File: src/rtl/shadow_route.sv
module shadow_route #(
  parameter int ADDR_W = 24,
  parameter int SEGS   = 4
) (
  input  logic              clk,
  input  logic              rst_n,
  input  logic              cyc_vld,
  input  logic              cyc_wr,
  input  logic [ADDR_W-1:0] cyc_addr,
  input  logic [SEGS-1:0]   shd_c_en,
  input  logic [SEGS-1:0]   shd_d_en,
  input  logic [SEGS-1:0]   shd_e_en,
  input  logic              e_area_on,
  input  logic              wp_c,
  input  logic              wp_d,
  input  logic              wp_e,
  input  logic              c_copy,
  input  logic              f_rom_read,
  output logic              dram_sel,
  output logic              rom_cs,
  output logic              bus_sel,
  output logic              wr_blocked
);
  localparam int SEG_IW = $clog2(SEGS);

  logic              upper;
  logic [1:0]        area;
  logic [SEG_IW-1:0] seg;
  logic              to_dram, to_rom, to_bus, blk;

  assign upper = (cyc_addr[ADDR_W-1:20] == '0) && (cyc_addr[19:18] == 2'b11);
  assign area  = cyc_addr[17:16];
  assign seg   = cyc_addr[15 -: SEG_IW];

  always_comb begin
    to_dram = 1'b0;
    to_rom  = 1'b0;
    to_bus  = 1'b0;
    blk     = 1'b0;
    if (cyc_vld && upper) begin
      unique case (area)
        2'd0: begin
          if (!shd_c_en[seg])  to_bus = 1'b1;
          else if (!cyc_wr)    begin to_bus = c_copy; to_dram = !c_copy; end
          else                 begin blk = wp_c; to_dram = !wp_c; end
        end
        2'd1: begin
          if (!shd_d_en[seg])  to_bus = 1'b1;
          else if (!cyc_wr)    to_dram = 1'b1;
          else                 begin blk = wp_d; to_dram = !wp_d; end
        end
        2'd2: begin
          if (!e_area_on)      begin to_rom = !cyc_wr; to_bus = cyc_wr; end
          else if (!shd_e_en[seg]) to_bus = 1'b1;
          else if (!cyc_wr)    to_dram = 1'b1;
          else                 begin blk = wp_e; to_dram = !wp_e; end
        end
        default: begin
          if (f_rom_read)      begin to_rom = !cyc_wr; to_dram = cyc_wr; end
          else                 begin blk = cyc_wr; to_dram = !cyc_wr; end
        end
      endcase
    end
  end

  always_ff @(posedge clk) begin
    if (!rst_n) begin
      dram_sel   <= 1'b0;
      rom_cs     <= 1'b0;
      bus_sel    <= 1'b0;
      wr_blocked <= 1'b0;
    end else begin
      dram_sel   <= to_dram;
      rom_cs     <= to_rom;
      bus_sel    <= to_bus;
      wr_blocked <= blk;
    end
  end
endmodule

File: config.mk
export PLATFORM = sky130hd
export DESIGN_NAME = shadow_route
export DESIGN_NICKNAME = d
export VERILOG_FILES = /design/src/rtl/shadow_route.sv
export SDC_FILE = /design/constraint.sdc
export NUM_CORES = 1
export LEC_CHECK = 0
export ABC_AREA = 1
export BUFFER_PORTS_ARGS = -buffer_cell sky130_fd_sc_hd__buf_4
export CAP_MARGIN = 20
export CORE_MARGIN = 5
export CORE_UTILIZATION = 35
export CTS_CLUSTER_DIAMETER = 40
export DETAILED_ROUTE_END_ITERATION = 10
export PLACE_DENSITY = 0.81
export SETUP_SLACK_MARGIN = 0.5
export SYNTH_ARGS = -nofsm -noshare
export SYNTH_HDL_FRONTEND = slang
export SYNTH_SLANG_ARGS = --single-unit
File: constraint.sdc
create_clock -name clk -period 1.4 [get_ports clk]
set_input_delay 0.28 -clock clk [delete_from_list [all_inputs] [get_ports clk]]
set_output_delay 0.28 -clock clk [all_outputs]
set_load 0.05 [all_outputs]
Word level (Yosys, flattened, before mapping)
Index checks and enable logic that the tools add are counted.
- $lt $le $gt $ge: 1
- equality and inequality tests: 3
- multiplexer cells: 33
- reductions and logical operators: 11
- operator list (cell ; number):
    1-bit two-way mux ; 26
    1-bit one-hot mux with 3 select lines ; 3
    1-bit binary-select mux with 2-bit select ; 3
    1-bit logical NOT ; 5
    2-bit equality test, second input constant ; 2
    4-bit logical NOT ; 1
    2-bit by 3-bit < comparator with 1-bit output, second input constant ; 1
    2-bit by 1-bit equality test with 1-bit output, second input constant ; 1
    1-bit logical AND ; 2
    2-bit logical NOT ; 1
    1-bit one-hot mux with 2 select lines ; 1
    2-bit AND reduction ; 1
    2-bit OR reduction ; 1
- flip-flop bits (word level): 4
- input port bits: 46
- output and inout port bits: 4
- logic and storage cells: 52

Logic depth before layout (Yosys ltp)
- depth in word-level cells: 5
- depth in mapped cells: 9
- gate-level depth less buffers: 9

Worst setup path before layout
OpenSTA, ideal clock, no wires.
- kind: input to register
- from: input port cyc_addr[21]
- to: register bus_sel
- setup time: 56 ps
- data arrival time: 868 ps
- required time: 1344 ps
- slack: 477 ps
- cell stages on the path: 5
- path buffers: 0
- path through: nor4_2 nand2_1 nor2_1 nand2_1 inv_1
- cells in the longest elaborated chain, start to end: 4
- RTL lines (what ; line ; source):
    start: declaration ; 9 ; input logic [ADDR_W-1:0] cyc_addr,
    4-bit logical NOT ; 31 ; assign upper = (cyc_addr[ADDR_W-1:20] == '0) && (cyc_addr[19:18] == 2'b11);
    1-bit logical AND ; 31 ;
    1-bit logical AND ; 40 ; if (cyc_vld && upper) begin
    2-bit AND reduction (no line) ; - ;
    end signal: assignment ; 75 ; bus_sel <= to_bus;
    end: declaration ; 21 ; output logic bus_sel,
Every way passes these cells.
A chain may end at the register's enable or synchronous reset.

Worst setup path after layout
- from: register wr_blocked
- to: output port wr_blocked
- RTL lines (what ; line ; source):
    start: declaration ; 22 ; output logic wr_blocked
    start signal: assignment ; 76 ; wr_blocked <= blk;
No word-level cell between the ends.

==> reports/qor.csv <==
metric,value,unit
largest net degree at the start of global routing,8,
Die W,46.3,µm
Hold Path Class,input port to flop,
post-layout minimum cycle time,974,ps
synth warn,0,
Top Usage Layer GRT,met2,
utilization after layout,66.0,%
# IOs,50,
met1 usage,17.7,%
Vias,658,
first-pass GRT wire length,2.21,mm
first drt pass iteration count,4,
Die Y,46.3,µm
worst setup path category,flop to output pin,
fin area,837,µm²
CP max FO,1,
total power,425,µW
"Slew Viols, Final",0,
critical path startpoint category,flop,
fill count,118,
Syn Inst Count,84,
Ant. Diodes,0,
initial antenna violation count,0,
1st-iter DRT viols,6,
DR WL/cell,11.1,µm
vias in the first global route,564,
CP top delay family,flip-flops,
Initial Util,36.4,%
Syn Area/Cell,5.50,µm²
Crit-path slowest cell,dfxtp_2,
Port-buffer cells,35,
highest-count cells in the layout ignoring fill and taps,"buf_4, nand2_1, inv_1",
sequential standard cell area,85.1,µm²
"Reg clk slew, reported paths",30,ps
delay of the slowest critical-path stage,330,ps
grt met2 use,23.9,%
Rows,13,
Pwr Density,508,nW/µm²
fraction of layout cells with a size suffix above 1,48.8,%
"commonest non-fill, non-tap cell in the layout",buf_4,
core area,1270,µm²
pre-CTS WS,283,ps
CP Cell Sequence,buf_8,
die area,2150,µm²
Setup WS post-layout,426,ps
run status,"finished, final reports clean",
CP required,1120,ps
final-report setup violation count,0,
Tcrit/Tclk final,69.6,%
grt met3 use,2.73,%
CTS tree,yes,
Area Growth Syn to Fin,81.3,%
Post-DP Area,752,µm²
"Arr. time, crit path",690,ps
clk sinks,4,
Worst Path Buf+Inv,1,
gpl congestion,0.774,
drt drc,0,
Crit. End Element,output pin,
number of hold buffers added after cts,0,
static leakage,0.000469,µW
Post-Syn Area,462,µm²
"Seq/Total Area, Yosys",17.3,%
htree depth,1,
clk root buf,clkbuf_4,
multi-input logic area,357,µm²
worst-case clock buffer depth,2,
Vias/cell,4.77,
Routed Antenna Nets,0,
final-report hold violation count,0,
syn_nets,132,
setup repair after global routing missed its margin,yes,
fin nets,173,
drt total wl,1.53,mm
Fmax,1030,MHz
distinct cell type count after synthesis,15,
max cap viols,0,
HPWL after DPL,1.18,mm
slew margin rel.,82.7,%
Num CTS Buffers,3,
Yosys reg bits,4,
GRT Overall Usage,14.0,%
total gr overflow,0,
TNS Setup,0,ps
worst slew pin tran,258,ps
Peak VDD IR,0.187,mV
## sequential cells by signal, indices dropped and copies added, names as in the netlist
signal,flops
bus_sel,1
rom_cs,1
dram_sel,1
wr_blocked,1
## what timing repair did
item / 4_1_cts / 5_1_grt
buffers inserted: 0 / 1
pin swaps: 0 / 9
endpoints found under the setup margin: 4 / 7
gates resized for setup: 9 / 13
## cell families after synthesis
family | count (synthesis) | share of synthesized area [%]
and+or+nand+nor | 58 | 58.0
adders and majority gates | 2 | 5.42
buffers and inverters | 15 | 12.2
AOI/OAI and AO/OA | 5 | 7.05
DFF | 4 | 17.3
## report_power, final
group          internal, µW  total, µW  leakage [µW]  switching (µW)
Sequential              115        115     0.0000343          0.0779
Clock                  95.7        140     0.0000138            44.1
Combinational          89.1        171      0.000421            81.8
## synth_stat cells
library cell / count / area, µm²
nand2_1: 31 / 116
inv_1: 14 / 52.6
nor2_1: 12 / 45.0
nand3_1: 6 / 30.0
dfxtp_1: 4 / 80.1
nand3_2: 4 / 40.0
a21oi_1: 2 / 10.0
ha_1: 2 / 25.0
nand4_1: 2 / 12.5
o211ai_1: 2 / 15.0
a22oi_1: 1 / 7.51
inv_2: 1 / 3.75
nand2_2: 1 / 6.26
nor3_1: 1 / 5.00
nor4_2: 1 / 12.5
## stage by stage
| stage | instances | hold slack (ps) |
|---|---|---|
| after global placement | 134 | 572 |
| after detailed placement | 134 | 573 |
| after floorplan | 84 | 442 |
| final | 138 | 360 |
| after global routing | 138 | 357 |
| after CTS | 137 | 322 |
## path summary, 6_finish.rpt
check	startpoint	to	slack, ps	cells past startpoint
worst max-delay path	wr_blocked	wr_blocked	430	1
worst min-delay path	cyc_addr[21]	wr_blocked	360	4
## layout make-up
class,instances,area share [%]
Sequential cell,4,10.2
Clock buffer,3,2.69
Inverter,15,7.32
Timing Repair Buffer,36,35.0
Tap cell,15,2.24
Multi-Input combinational cell,65,42.6
## metal layers
metal / part of all wire, % / wire, µm
met3: 6.9 / 106
met1: 38 / 576
met5: 0 / 0
met2: 55 / 844
met4: 0 / 0
(Power assumes the default switching activity.)
